==> src/rtl/gpio_altmux_pkg.sv <==
package gpio_altmux_pkg;
  localparam int SEL_W     = 2;
  localparam int NUM_FUNCS = 1 << SEL_W;

  typedef enum logic [2:0] {
    RA_DATA  = 3'd0,
    RA_DIR   = 3'd1,
    RA_MODE  = 3'd2,
    RA_ODEN  = 3'd3,
    RA_SELLO = 3'd4,
    RA_SELHI = 3'd5
  } reg_addr_e;

  typedef enum logic [1:0] {
    BOP_REWRITE = 2'd0,
    BOP_SET     = 2'd1,
    BOP_CLR     = 2'd2,
    BOP_INV     = 2'd3
  } bop_e;
endpackage

==> src/rtl/gpio_pad_sync.sv <==
module gpio_pad_sync #(
  parameter int N = 8
) (
  input  logic         clk,
  input  logic         rst_n,
  input  logic [N-1:0] pad_i,
  output logic [N-1:0] pad_sync
);
  logic [N-1:0] meta_q, sync_q;

  always_ff @(posedge clk or negedge rst_n) begin
    if (!rst_n) begin
      meta_q <= '0;
      sync_q <= '0;
    end else begin
      meta_q <= pad_i;
      sync_q <= meta_q;
    end
  end

  assign pad_sync = sync_q;

  // checker: count edges since reset so $past never reaches before it
  logic [1:0] seen_q;
  always_ff @(posedge clk or negedge rst_n) begin
    if (!rst_n) seen_q <= '0;
    else if (seen_q != 2'd2) seen_q <= seen_q + 2'd1;
  end

  assert_sync_two_edges_R4: assert property (@(posedge clk) disable iff (!rst_n)
    (seen_q == 2'd2) |-> (pad_sync == $past(pad_i, 2)));
endmodule

==> src/rtl/gpio_regs.sv <==
module gpio_regs
  import gpio_altmux_pkg::*;
#(
  parameter int N     = 8,
  parameter int IDX_W = $clog2(N)
) (
  input  logic             clk,
  input  logic             rst_n,
  input  logic             we,
  input  logic [2:0]       addr,
  input  logic [N-1:0]     wdata,
  output logic [N-1:0]     rdata,
  input  logic             bop_valid,
  input  logic [IDX_W-1:0] bop_idx,
  input  logic [1:0]       bop_op,
  input  logic [N-1:0]     pad_sync,
  output logic [N-1:0]     latch,
  output logic [N-1:0]     dir,
  output logic [N-1:0]     mode,
  output logic [N-1:0]     oden,
  output logic [N-1:0]     sel_lo,
  output logic [N-1:0]     sel_hi
);
  logic [N-1:0] data_view, bop_next;
  logic         data_wr;

  assign data_view = (dir & pad_sync) | (~dir & latch);
  assign data_wr   = we && (addr == RA_DATA);

  always_comb begin
    case (addr)
      RA_DATA:  rdata = data_view;
      RA_DIR:   rdata = dir;
      RA_MODE:  rdata = mode;
      RA_ODEN:  rdata = oden;
      RA_SELLO: rdata = sel_lo;
      RA_SELHI: rdata = sel_hi;
      default:  rdata = '0;
    endcase
  end

  always_comb begin
    bop_next = data_view;
    case (bop_op)
      BOP_SET: bop_next[bop_idx] = 1'b1;
      BOP_CLR: bop_next[bop_idx] = 1'b0;
      BOP_INV: bop_next[bop_idx] = ~data_view[bop_idx];
      default: bop_next = data_view;
    endcase
  end

  always_ff @(posedge clk or negedge rst_n) begin
    if (!rst_n) begin
      latch  <= '0;
      dir    <= '1;
      mode   <= '0;
      oden   <= '0;
      sel_lo <= '0;
      sel_hi <= '0;
    end else begin
      if (data_wr)        latch <= wdata;
      else if (bop_valid) latch <= bop_next;
      if (we) begin
        case (addr)
          RA_DIR:   dir    <= wdata;
          RA_MODE:  mode   <= wdata;
          RA_ODEN:  oden   <= wdata;
          RA_SELLO: sel_lo <= wdata;
          RA_SELHI: sel_hi <= wdata;
          default:  ;
        endcase
      end
    end
  end

  assert_data_write_lands_R3: assert property (@(posedge clk) disable iff (!rst_n)
    data_wr |=> (latch == $past(wdata)));

  assert_bop_set_target_R8: assert property (@(posedge clk) disable iff (!rst_n)
    (bop_valid && !data_wr && bop_op == BOP_SET) |=> latch[$past(bop_idx)]);

  assert_bop_keeps_cfg_R9: assert property (@(posedge clk) disable iff (!rst_n)
    (bop_valid && !we) |=> ($stable(dir) && $stable(mode) && $stable(oden)
                            && $stable(sel_lo) && $stable(sel_hi)));
endmodule

==> src/rtl/gpio_pin_mux.sv <==
module gpio_pin_mux
  import gpio_altmux_pkg::*;
#(
  parameter int N = 8
) (
  input  logic                 clk,
  input  logic                 rst_n,
  input  logic [N-1:0]         latch,
  input  logic [N-1:0]         dir,
  input  logic [N-1:0]         mode,
  input  logic [N-1:0]         oden,
  input  logic [N-1:0]         sel_lo,
  input  logic [N-1:0]         sel_hi,
  input  logic [N-1:0]         pad_sync,
  input  logic [NUM_FUNCS*N-1:0] alt_out,
  input  logic [NUM_FUNCS*N-1:0] alt_oe,
  output logic [NUM_FUNCS*N-1:0] alt_in,
  output logic [N-1:0]         pad_o,
  output logic [N-1:0]         pad_oe,
  output logic [N-1:0]         pad_od
);
  for (genvar i = 0; i < N; i++) begin : g_pin
    logic [SEL_W-1:0]     sel;
    logic [NUM_FUNCS-1:0] fo, fe, fin;
    logic                 drv_val, drv_en;

    assign sel = {sel_hi[i], sel_lo[i]};

    for (genvar f = 0; f < NUM_FUNCS; f++) begin : g_fn
      assign fo[f]          = alt_out[f*N+i];
      assign fe[f]          = alt_oe[f*N+i];
      assign fin[f]         = mode[i] & (sel == SEL_W'(f)) & pad_sync[i];
      assign alt_in[f*N+i]  = fin[f];
    end

    assign drv_val   = mode[i] ? fo[sel] : latch[i];
    assign drv_en    = mode[i] ? fe[sel] : ~dir[i];
    assign pad_o[i]  = drv_val;
    assign pad_od[i] = oden[i] & drv_en;
    assign pad_oe[i] = drv_en & ~(oden[i] & drv_val);

    assert_port_altin_low_R5: assert property (@(posedge clk) disable iff (!rst_n)
      !mode[i] |-> (fin == '0));

    assert_altin_single_R5: assert property (@(posedge clk) disable iff (!rst_n)
      $onehot0(fin));

    assert_od_never_drives_high_R6: assert property (@(posedge clk) disable iff (!rst_n)
      (pad_oe[i] && pad_od[i]) |-> !pad_o[i]);

    assert_input_pin_quiet_R6: assert property (@(posedge clk) disable iff (!rst_n)
      (!mode[i] && dir[i]) |-> (!pad_oe[i] && !pad_od[i]));
  end
endmodule

==> src/rtl/gpio_altmux_port.sv <==
module gpio_altmux_port
  import gpio_altmux_pkg::*;
#(
  parameter int N     = 8,
  parameter int IDX_W = $clog2(N)
) (
  input  logic                   clk,
  input  logic                   rst_n,
  input  logic                   reg_we,
  input  logic [2:0]             reg_addr,
  input  logic [N-1:0]           reg_wdata,
  output logic [N-1:0]           reg_rdata,
  input  logic                   bop_valid,
  input  logic [IDX_W-1:0]       bop_idx,
  input  logic [1:0]             bop_op,
  input  logic [N-1:0]           pad_i,
  output logic [N-1:0]           pad_o,
  output logic [N-1:0]           pad_oe,
  output logic [N-1:0]           pad_od,
  input  logic [NUM_FUNCS*N-1:0] alt_out,
  input  logic [NUM_FUNCS*N-1:0] alt_oe,
  output logic [NUM_FUNCS*N-1:0] alt_in
);
  logic [N-1:0] pad_sync, latch, dir, mode, oden, sel_lo, sel_hi;

  gpio_pad_sync #(.N(N)) u_sync (
    .clk(clk), .rst_n(rst_n), .pad_i(pad_i), .pad_sync(pad_sync)
  );

  gpio_regs #(.N(N), .IDX_W(IDX_W)) u_regs (
    .clk(clk), .rst_n(rst_n), .we(reg_we), .addr(reg_addr), .wdata(reg_wdata),
    .rdata(reg_rdata), .bop_valid(bop_valid), .bop_idx(bop_idx), .bop_op(bop_op),
    .pad_sync(pad_sync), .latch(latch), .dir(dir), .mode(mode), .oden(oden),
    .sel_lo(sel_lo), .sel_hi(sel_hi)
  );

  gpio_pin_mux #(.N(N)) u_mux (
    .clk(clk), .rst_n(rst_n), .latch(latch), .dir(dir), .mode(mode), .oden(oden),
    .sel_lo(sel_lo), .sel_hi(sel_hi), .pad_sync(pad_sync), .alt_out(alt_out),
    .alt_oe(alt_oe), .alt_in(alt_in), .pad_o(pad_o), .pad_oe(pad_oe), .pad_od(pad_od)
  );
endmodule

==> config.mk <==
export PLATFORM = sky130hd
export DESIGN_NAME = gpio_altmux_port
export DESIGN_NICKNAME = d
export VERILOG_FILES = /design/src/rtl/gpio_altmux_pkg.sv /design/src/rtl/gpio_pad_sync.sv /design/src/rtl/gpio_regs.sv /design/src/rtl/gpio_pin_mux.sv /design/src/rtl/gpio_altmux_port.sv
export SDC_FILE = /design/constraint.sdc
export NUM_CORES = 1
export LEC_CHECK = 0
export ABC_AREA = 1
export BUFFER_PORTS_ARGS = -buffer_cell sky130_fd_sc_hd__buf_2
export CAP_MARGIN = 30
export CELL_PAD_IN_SITES_DETAIL_PLACEMENT = 1
export CELL_PAD_IN_SITES_GLOBAL_PLACEMENT = 2
export CORE_UTILIZATION = 28
export CTS_CLUSTER_DIAMETER = 40
export CTS_CLUSTER_SIZE = 20
export DETAILED_ROUTE_END_ITERATION = 10
export GPL_TIMING_DRIVEN = 1
export PLACE_DENSITY = 0.95
export SYNTH_ARGS = -nofsm -noshare
export SYNTH_HDL_FRONTEND = slang
export SYNTH_SLANG_ARGS = --single-unit
==> constraint.sdc <==
create_clock -name clk -period 2.75 [get_ports clk]
set_clock_uncertainty 0.05 [all_clocks]
set_input_delay 0.4125 -clock clk [delete_from_list [all_inputs] [get_ports clk]]
set_output_delay 0.4125 -clock clk [all_outputs]
set_load 0.02 [all_outputs]
Yosys cells after proc, flatten, opt, wreduce, memory -nomap -nowiden
Index checks and enable logic that the tools add are counted.
{"block": "totals", "reg_bits": 64, "in_bits": 92, "out_inout_bits": 64, "wordCells": 236}
{"block": "classes", "n_lt_le_gt_ge": 10, "n_eq_ne": 32, "muxes": 57, "n_bitwise": 112, "reduce_logical": 17}
{"cell": "$and A1 B1 Y1", "n": 88}
{"cell": "$pmux W8 S6", "n": 1}
{"cell": "$eq A2 B2 Y1 const B", "n": 18}
{"cell": "$mux W1", "n": 34}
{"cell": "$bmux W1 S2", "n": 16}
{"cell": "$and A8 B8 Y8", "n": 3}
{"cell": "$lt A2 B3 Y1 const B", "n": 8}
{"cell": "$pmux W8 S3", "n": 1}
{"cell": "$eq A2 B1 Y1 const B", "n": 9}
{"cell": "$not A1 Y1", "n": 17}
{"cell": "$logic_not A2 Y1", "n": 8}
{"cell": "$mux W8", "n": 2}
{"cell": "$not A8 Y8", "n": 2}
{"cell": "$or A8 B8 Y8", "n": 2}
{"cell": "$reduce_and A2 Y1", "n": 5}
{"cell": "$bwmux W8", "n": 1}
{"cell": "$eq A3 B2 Y1 const B", "n": 2}
{"cell": "$eq A3 B3 Y1 const B", "n": 2}
{"cell": "$lt A3 B4 Y1 const B", "n": 1}
{"cell": "$bmux W1 S3", "n": 1}
{"cell": "$demux W1 S3", "n": 1}
{"cell": "$eq A3 B1 Y1 const B", "n": 1}
{"cell": "$ge A3 B1 Y1 const B", "n": 1}
{"cell": "$logic_not A3 Y1", "n": 1}
{"cell": "2 further kinds", "n": 3}

Logic depth before layout (Yosys ltp)
Gate-level depths: netlist of run 1.
{"block": "depth", "word_depth": 10, "ltp_mapped": 9, "depth_no_buf": 9}

By module
Synthesis of run 1 repeated with hierarchy kept, for this count alone.
{"block": "unflattened", "hier_cells": 679, "area_unflattened_um2": 4355.4}
{"module": "gpio_regs", "instances": 1, "cells_each": 383, "area_per_inst_um2": 2723.9, "seq_area_each_um2": 1211.2}
{"module": "gpio_pin_mux", "instances": 1, "cells_each": 280, "area_per_inst_um2": 1231.2, "seq_area_each_um2": 0.0}
{"module": "gpio_pad_sync", "instances": 1, "cells_each": 16, "area_per_inst_um2": 400.4, "seq_area_each_um2": 400.4}

Worst setup path before layout of run 1
Ideal clock, no wire load.
{"block": "synth_path", "kind": "register -> output", "from": "reg u_regs.sel_hi[7]", "to": "out pad_oe[7]", "arrival_ns": 1.194, "required_ns": 2.288, "setup_slack_ns": 1.094, "stages_incl_launch_ff": 9, "n_path_buf": 1, "cell_sequence": "dfrtp_1 clkbuf_1 nor2_1 a21oi_1 nand4_1 and2_1 nand2_1 nand2_1 inv_1"}
{"block": "synth_between", "elab_chain_len": 6, "word_cells_on_any_way": 9, "classes_between": "mux: 6; bitwise: 3"}
{"item": "start, declared", "line_no": "gpio_regs.sv:22", "source": "output logic [N-1:0] sel_hi"}
{"item": "start signal, assigned", "line_no": "gpio_regs.sv:69", "source": "RA_SELHI: sel_hi <= wdata;"}
{"item": "$bmux W1 S2", "line_no": "gpio_pin_mux.sv:36", "source": "assign drv_val = mode[i] ? fo[sel] : latch[i];"}
{"item": "$mux W1 (not written as such)", "line_no": "gpio_pin_mux.sv:36"}
{"item": "$mux W1", "line_no": "gpio_pin_mux.sv:36"}
{"item": "named net u_mux.g_pin[7].drv_val", "line_no": "gpio_pin_mux.sv:25", "source": "logic drv_val, drv_en;"}
{"item": "$and A1 B1 Y1", "line_no": "gpio_pin_mux.sv:40", "source": "assign pad_oe[i] = drv_en & ~(oden[i] & drv_val);"}
{"item": "$not A1 Y1", "line_no": "gpio_pin_mux.sv:40"}
{"item": "$and A1 B1 Y1", "line_no": "gpio_pin_mux.sv:40"}
{"item": "end, declared", "line_no": "gpio_altmux_port.sv:18", "source": "output logic [N-1:0] pad_oe,"}
The timed path passes the listed nets, and every way through them passes these cells. The select of a mux whose other input is x is not followed.

Worst setup path in the final report of run 1
{"block": "layout_path", "from": "reg u_regs.dir[6]", "to": "out reg_rdata[6]"}
{"block": "layout_between", "elab_chain_len": 4, "word_cells_on_any_way": 5, "classes_between": "mux: 1; bitwise: 4"}
{"item": "start, declared", "line_no": "gpio_regs.sv:18", "source": "output logic [N-1:0] dir,"}
{"item": "start signal, assigned", "line_no": "gpio_regs.sv:65", "source": "RA_DIR: dir <= wdata;"}
{"item": "$not A8 Y8", "line_no": "gpio_regs.sv:27", "source": "assign data_view = (dir & pad_sync) | (~dir & latch);"}
{"item": "$and A8 B8 Y8", "line_no": "gpio_regs.sv:27"}
{"item": "$or A8 B8 Y8", "line_no": "gpio_regs.sv:27"}
{"item": "$pmux W8 S6 (*)", "line_no": "gpio_regs.sv:31", "source": "case (addr)"}
{"item": "end, declared", "line_no": "gpio_altmux_port.sv:12", "source": "output logic [N-1:0] reg_rdata,"}
Every way passes the cells marked *; elsewhere a longest branch is shown, timed or not.

==> out/qor.txt, run 1 <==
Crit path arrival time - 1.70 ns
wire per inst - 15.04 um
synthesis-to-finish area growth - 26.54%
reported leakage power - 2.925 nW
Largest stage delay, worst path - 0.56 ns
CP max stage cell - dfstp_2
clock sink count - 64
Setup Buffers After CTS - 0
Finish-stage setup viols - 0
worst setup path class - flop to output port
Final Hold Fails - 0
Mapped Nets - 739
Non-Filler Instances - 985
syn avg cell area - 6.703 sq um
Worst-Margin Slew - 0.7259 ns
FF-to-FF setup slack - 1.26 ns
I/O Buffers - 155
area leader, netlist - dfrtp_1
TritonCTS clock tree - yes
CTS resizes - 0
remaining global-route overflow - 0
RSZ-0062 raised after global routing - no
hpwl dp - 11200 um
Avg Vias per Cell - 4.814
initial drt markers - 223
Post-CTS Hold Fix Bufs - 0
Root Driver - clkbuf_16
most common cell in the netlist - nand2_1
CP Launch Type - flop
post-synthesis sequential area ratio - 0.3716
max_cap viols - 0
post-layout net count - 883
Reg-to-Reg Start - u_regs.dir[5]
DRC viols - 0
worst skew pair latency - 0.33 ns
Post-Place Cells - 968
CP dominant cell by count - nand2_1
part of the cycle the worst path needs - 0.7850
crit path capture type - output port
starting density of the core - 0.2863
fin crit period - 2.159 ns
Setup TNS - 0 ns
Synth top area share - 0.3231
Final Max Tran Viols - 0
Clock transition at path regs - 0.05 ns
synth warn - 0
HP Class - input port to asynchronous set/reset pin
critical path peak fanout - 5
global-route usage over all layers - 0.1928
Worst VDD drop - 0.3302 mV
maximum clock path buffer count - 2
via count - 4742
drt pass-1 iters - 4
outcome - completed
cell row count - 45
Die ar. - 15990 sq um
layout cell share with drive strength beyond 1 - 0.2613
Die X - 126.5 um
RePlAce Congestion - 0.8222
relative slew slack - 0.5161
Unique masters post-synth - 29
vias in the first global route - 4830
Max Fclk - 463.3 MHz
largest cells by area after synthesis - dfrtp_1 (32%), nand2_1 (17%), inv_1 (7.7%), nand3_1 (6.6%), dfstp_2 (4.8%)
Final Core Density - 0.3623
crit path cell chain - nand2_1 -> o21ai_0 -> inv_1 -> o22ai_1 -> a21oi_1 -> nand2_1 -> buf_2
Post-synth EDFFs - 0
Filler cells - 2011
Cell Area, Synth - 4337 sq um
most used flip-flop cell after synthesis - dfrtp_1
first-pass GRT wire length - 24220 um
post-detailed-routing wire length - 14810 um
Pwr Density - 660.6 nW/um^2
post-detailed-route count of antenna-violating nets - 0
antenna violations before repair - 0
Critical Path RT - 2.29 ns
CTS Buf Count - 9
Commonest cells post-synth - nand2_1 (196), inv_1 (89), nand3_1 (57)
Die Ht - 126.5 um
largest net degree at the start of global routing - 36
CTS H-tree lvls - 3
io pins - 156
#FFs+latches synth - 64
Synth Instances - 647
asr flop ratio synth - 1.000
Core Area - 15150 sq um
CP Launch Point - u_regs.dir[6]
==> placed cells by master, fill, tap and decap left out, types with 2 or more instances in the layout <==
master / Yosys / layout
nand2_1: 196 / 196
buf_2: 6 / 155
inv_1: 89 / 89
nand3_1: 57 / 57
dfrtp_1: 56 / 56
nor2_1: 48 / 48
o21ai_0: 22 / 22
nand4_1: 19 / 19
a21oi_1: 18 / 18
o22ai_1: 16 / 16
o21ai_1: 16 / 16
and2_1: 15 / 15
a22oi_1: 12 / 12
nor3_1: 12 / 12
o21ai_2: 9 / 9
clkbuf_16: 0 / 9
dfstp_2: 8 / 8
inv_2: 5 / 5
nand2_2: 5 / 5
o211ai_1: 5 / 5
or2_2: 5 / 5
a41oi_1: 3 / 3
clkbuf_1: 6 / 3
nor2_2: 2 / 2
nand2_4: 2 / 2
clkinv_2: 0 / 2
==> final cells by class <==
type | count | area [sq um] | area share
well taps | 188 | 235.2 | 0.04286
multi-input cells | 465 | 2215 | 0.4036
repair buffers | 157 | 803.3 | 0.1464
diodes | 1 | 2.502 | 0.0004560
clock buffers | 13 | 250.2 | 0.04560
inverters | 94 | 352.8 | 0.06430
flip-flops and latches | 64 | 1612 | 0.2937
clock inverters | 3 | 17.52 | 0.003192
==> sequential cells by signal, summed over array words and instances (netlist names) <==
name and cells:
u_regs.oden 8, u_sync.meta_q 8, u_regs.sel_lo 8, u_regs.mode 8, u_regs.sel_hi 8, u_regs.dir 8, u_regs.latch 8, u_sync.pad_sync 8
==> where the power goes <==
| group | switching, mW | total (mW) | internal (mW) | leakage, nW |
|---|---|---|---|---|
| Sequential | 0.203 | 1.31 | 1.11 | 0.775 |
| Clock | 0.410 | 1.04 | 0.632 | 0.130 |
| Combinational | 0.812 | 1.27 | 0.460 | 2.02 |
| Total | 1.43 | 3.63 | 2.20 | 2.92 |
==> cell families (layout without fill, tap and decap cells) <==
family                 Yosys count  in the layout  share of synthesized area
and+or+nand+nor                363            363                     0.3673
buffers and inverters          118            267                     0.1177
AOI/OAI and AO/OA              102            102                     0.1434
DFF                             64             64                     0.3716
other                            0              1                          0
==> path summary, 6_finish.rpt <==
path	endpoint	cells after the start
setup / recovery	reg_rdata[6]	7
hold / removal	u_sync.meta_q[7]	1
setup reg to reg	u_regs.latch[5]	6
hold reg to reg	u_sync.pad_sync[6]	0
max in group asynchronous	u_regs.dir[2]	2
min in group clk	u_sync.meta_q[5]	1
==> layer usage <==
metal  up-vias  wire [um]  GRT usage
li1       2391          -          -
met1      2220       6799     0.2525
met2       122       7041     0.3256
met3         9        866    0.04091
met4         0        104    0.04252
met5         -          0          0
==> critical path, delay by kind of cell, from the launching register on <==
family / cells / cell delay [ns]
DFF: 1 / 0.56
AOI/OAI and AO/OA: 3 / 0.38
buffers and inverters: 2 / 0.30
and+or+nand+nor: 2 / 0.12
==> per-stage QoR <==
stage | setup slack [ns] | cell area, sq um | power (mW) | hold slack [ns]
6_report | 0.5914 | 5488 | 3.625 | 0.08591
5_1_grt | 0.3862 | 5485 | 3.900 | 0.1174
4_1_cts | 0.5553 | 5485 | 3.664 | 0.1154
3_5_place_dp | 0.5947 | 5218 | 2.612 | 0.2856
3_3_place_gp | 0.6321 | 5218 | 2.580 | 0.2817
2_1_floorplan | 1.094 | 4337 | 2.208 | 0.06691
(Power assumes the default switching activity.)
==> run 2, diff against run 1 <==
--- a/config.mk
+++ b/config.mk
@@ -10,12 +10,12 @@
 export CAP_MARGIN = 30
 export CELL_PAD_IN_SITES_DETAIL_PLACEMENT = 1
 export CELL_PAD_IN_SITES_GLOBAL_PLACEMENT = 2
-export CORE_UTILIZATION = 28
+export CORE_UTILIZATION = 23
 export CTS_CLUSTER_DIAMETER = 40
 export CTS_CLUSTER_SIZE = 20
 export DETAILED_ROUTE_END_ITERATION = 10
 export GPL_TIMING_DRIVEN = 1
-export PLACE_DENSITY = 0.95
+export PLACE_DENSITY = 0.85
 export SYNTH_ARGS = -nofsm -noshare
 export SYNTH_HDL_FRONTEND = slang
 export SYNTH_SLANG_ARGS = --single-unit
==> constraint.sdc (replaced) <==
create_clock -name clk -period 1.84 [get_ports clk]
set_clock_uncertainty 0.05 [all_clocks]
set_input_delay 0.276 -clock clk [delete_from_list [all_inputs] [get_ports clk]]
set_output_delay 0.276 -clock clk [all_outputs]
set_load 0.02 [all_outputs]
==> out/qor.txt, run 2 (synthesis results as in run 1) <==
Crit path arrival time - 1.54 ns
placed inst area - 5334 sq um
cell row count - 49
synthesis-to-finish area growth - 55.83%
outcome - complete, but fails checks
Critical Path RT - 1.51 ns
max_cap viols - 0
hpwl dp - 11720 um
Pwr Density - 1015 nW/um^2
Worst-Margin Slew - 0.4942 ns
Clock power frac - 0.294
I/O Buffers - 155
post-layout net count - 950
starting density of the core - 0.2382
worst setup path class - flop to output port
Comb pwr share - 0.409
Avg Vias per Cell - 4.632
CTS Buf Count - 9
Int Pwr - 4.344 mW
sw power - 2.516 mW
Net Sw Frac - 0.3668
Finish-stage setup viols - 10
Max Fclk - 535.1 MHz
relative slew slack - 0.6694
fraction of power consumed by sequential logic - 0.297
area occupied by multi-input gates - 2592 sq um
crit path capture type - output port
DR WL met3 - 887 um
worst skew pair latency - 0.33 ns
Die ar. - 19410 sq um
RSZ-0062 raised after global routing - yes
largest net degree at the start of global routing - 65
post-detailed-routing wire length - 16730 um
final worst slack - -0.02867 ns
Filler cells - 2237
Met1 Wirelength - 7311 um
Die Ht - 139.3 um
Final Max Tran Viols - 0
TritonCTS clock tree - yes
RePlAce Congestion - 0.7717
register area - 1635 sq um
reported leakage power - 3.371 nW
HP Class - input port to flop
failing checks - negative setup slack
maximum clock path buffer count - 2
fin crit period - 1.869 ns
global-route usage over all layers - 0.1740
clock sink count - 64
Core Area - 18210 sq um
Max Used Layer - met4
Root Driver - clkbuf_16
vias in the first global route - 5215
part of the cycle the worst path needs - 1.016
initial drt markers - 173
remaining global-route overflow - 0
most common cell after layout, fill and taps aside - nand2_1
metal2 WL - 8183 um
first-pass GRT wire length - 26600 um
most frequent cells in the layout - nand2_1 (166), buf_2 (124), inv_1 (61), buf_4 (61), nand3_1 (49)
CP Launch Type - flop
Clock transition at path regs - 0.06 ns
io pins - 156
Worst VDD drop - 0.4547 mV
Min Hold Slack - 0.2189 ns
post-detailed-route count of antenna-violating nets - 0
Finished Cell Area - 6758 sq um
Die X - 139.3 um
via count - 5063
antenna violations before repair - 1
Final Hold Fails - 0
critical path peak fanout - 6
wire per inst - 15.31 um
DRC viols - 0
drt pass-1 iters - 4
layout cell share with drive strength beyond 1 - 0.4728
CTS H-tree lvls - 3
==> run 2: cell count changes in the layout (fill, tap and decap cells not counted), moves of 9 or more <==
cell           delta
nor2_1           -15
and2_1           -14
inv_1            -28
nand2_1          -30
nor2_4           +10
dlygate4sd3_1     +9
nand2_2          +30
dfrtp_2          +19
buf_2            -31
buf_4            +60
and2_4           +14
inv_2            +21
dfrtp_1          -19
buf_6            +28
==> run 2: area by class of cell <==
type | instances | share of cell area
Timing Repair Buffer | 224 | 0.2255
Inverter | 94 | 0.05480
Sequential cell | 64 | 0.2420
Multi-Input combinational cell | 465 | 0.3836
Clock inverter | 5 | 0.01537
Tap cell | 229 | 0.04240
Clock buffer | 11 | 0.03592
Antenna cell | 1 | 0.0003703
==> run 2: power groups by stage <==
| stage | combinational, mW | sequential (mW) | clock, mW |
|---|---|---|---|
| final | 2.80 | 2.04 | 2.02 |
| after global routing | 3.09 | 2.08 | 2.12 |
| after floorplan | 1.48 | 1.82 | 0 |
| after CTS | 2.52 | 1.99 | 2.06 |
| after detailed placement | 1.96 | 1.98 | 0 |
| after global placement | 1.92 | 1.98 | 0 |
==> run 2: layer usage <==
layer  global-route usage  vias to the layer above
li1                     -                     2528
met1               0.2163                     2392
met2               0.2954                      119
met3              0.03785                       24
met4              0.06199                        0
met5                    0                        -
==> run 2: worst max-delay path: stages, from the launching register on <==
cell     delay (ns)
dfrtp_2        0.48
inv_2          0.11
nor2_4         0.04
a22oi_1        0.15
nand3_1        0.12
nand3_1        0.08
nand2_1        0.07
inv_2          0.05
buf_6          0.10
==> run 2: worst paths after layout <==
check                                  from                 end  slack, ns  depth (start not counted)
min in group asynchronous             rst_n    u_sync.meta_q[7]       0.42                          3
setup reg to reg              u_regs.dir[6]     u_regs.latch[6]       0.41                          9
setup / recovery           u_regs.sel_lo[4]           pad_oe[4]      -0.03                          8
hold reg to reg            u_sync.meta_q[0]  u_sync.pad_sync[0]       0.29                          0
hold / removal                    bop_valid     u_regs.latch[7]       0.22                          3
max in group asynchronous             rst_n       u_regs.dir[0]       0.94                          3
==> run 2: stage by stage <==
stage               utilization  setup WS [ns]  power (mW)  instances  setup TNS (ns)
floorplan                     -         0.3202       3.301        647               0
global placement         0.2929       -0.01051       3.900       1016        -0.02135
detailed placement       0.2929       -0.04253       3.937       1016        -0.06838
CTS                      0.3496       -0.04439       6.570       1081         -0.2899
global route             0.3710        -0.1431       7.297       1092          -2.097
finish                   0.3711       -0.02867       6.859       1093         -0.1588
==> run 2: repair_timing <==
| action | 4_1_cts | 5_1_grt |
|---|---|---|
| gates resized for setup | 137 | 90 |
| setup endpoints to repair | 27 | 30 |
| hold endpoints to repair | 64 | 0 |
| setup buffers | 40 | 11 |
| cloned | 0 | 0 |
| pin swaps | 31 | 41 |
| hold buffers | 9 | 0 |
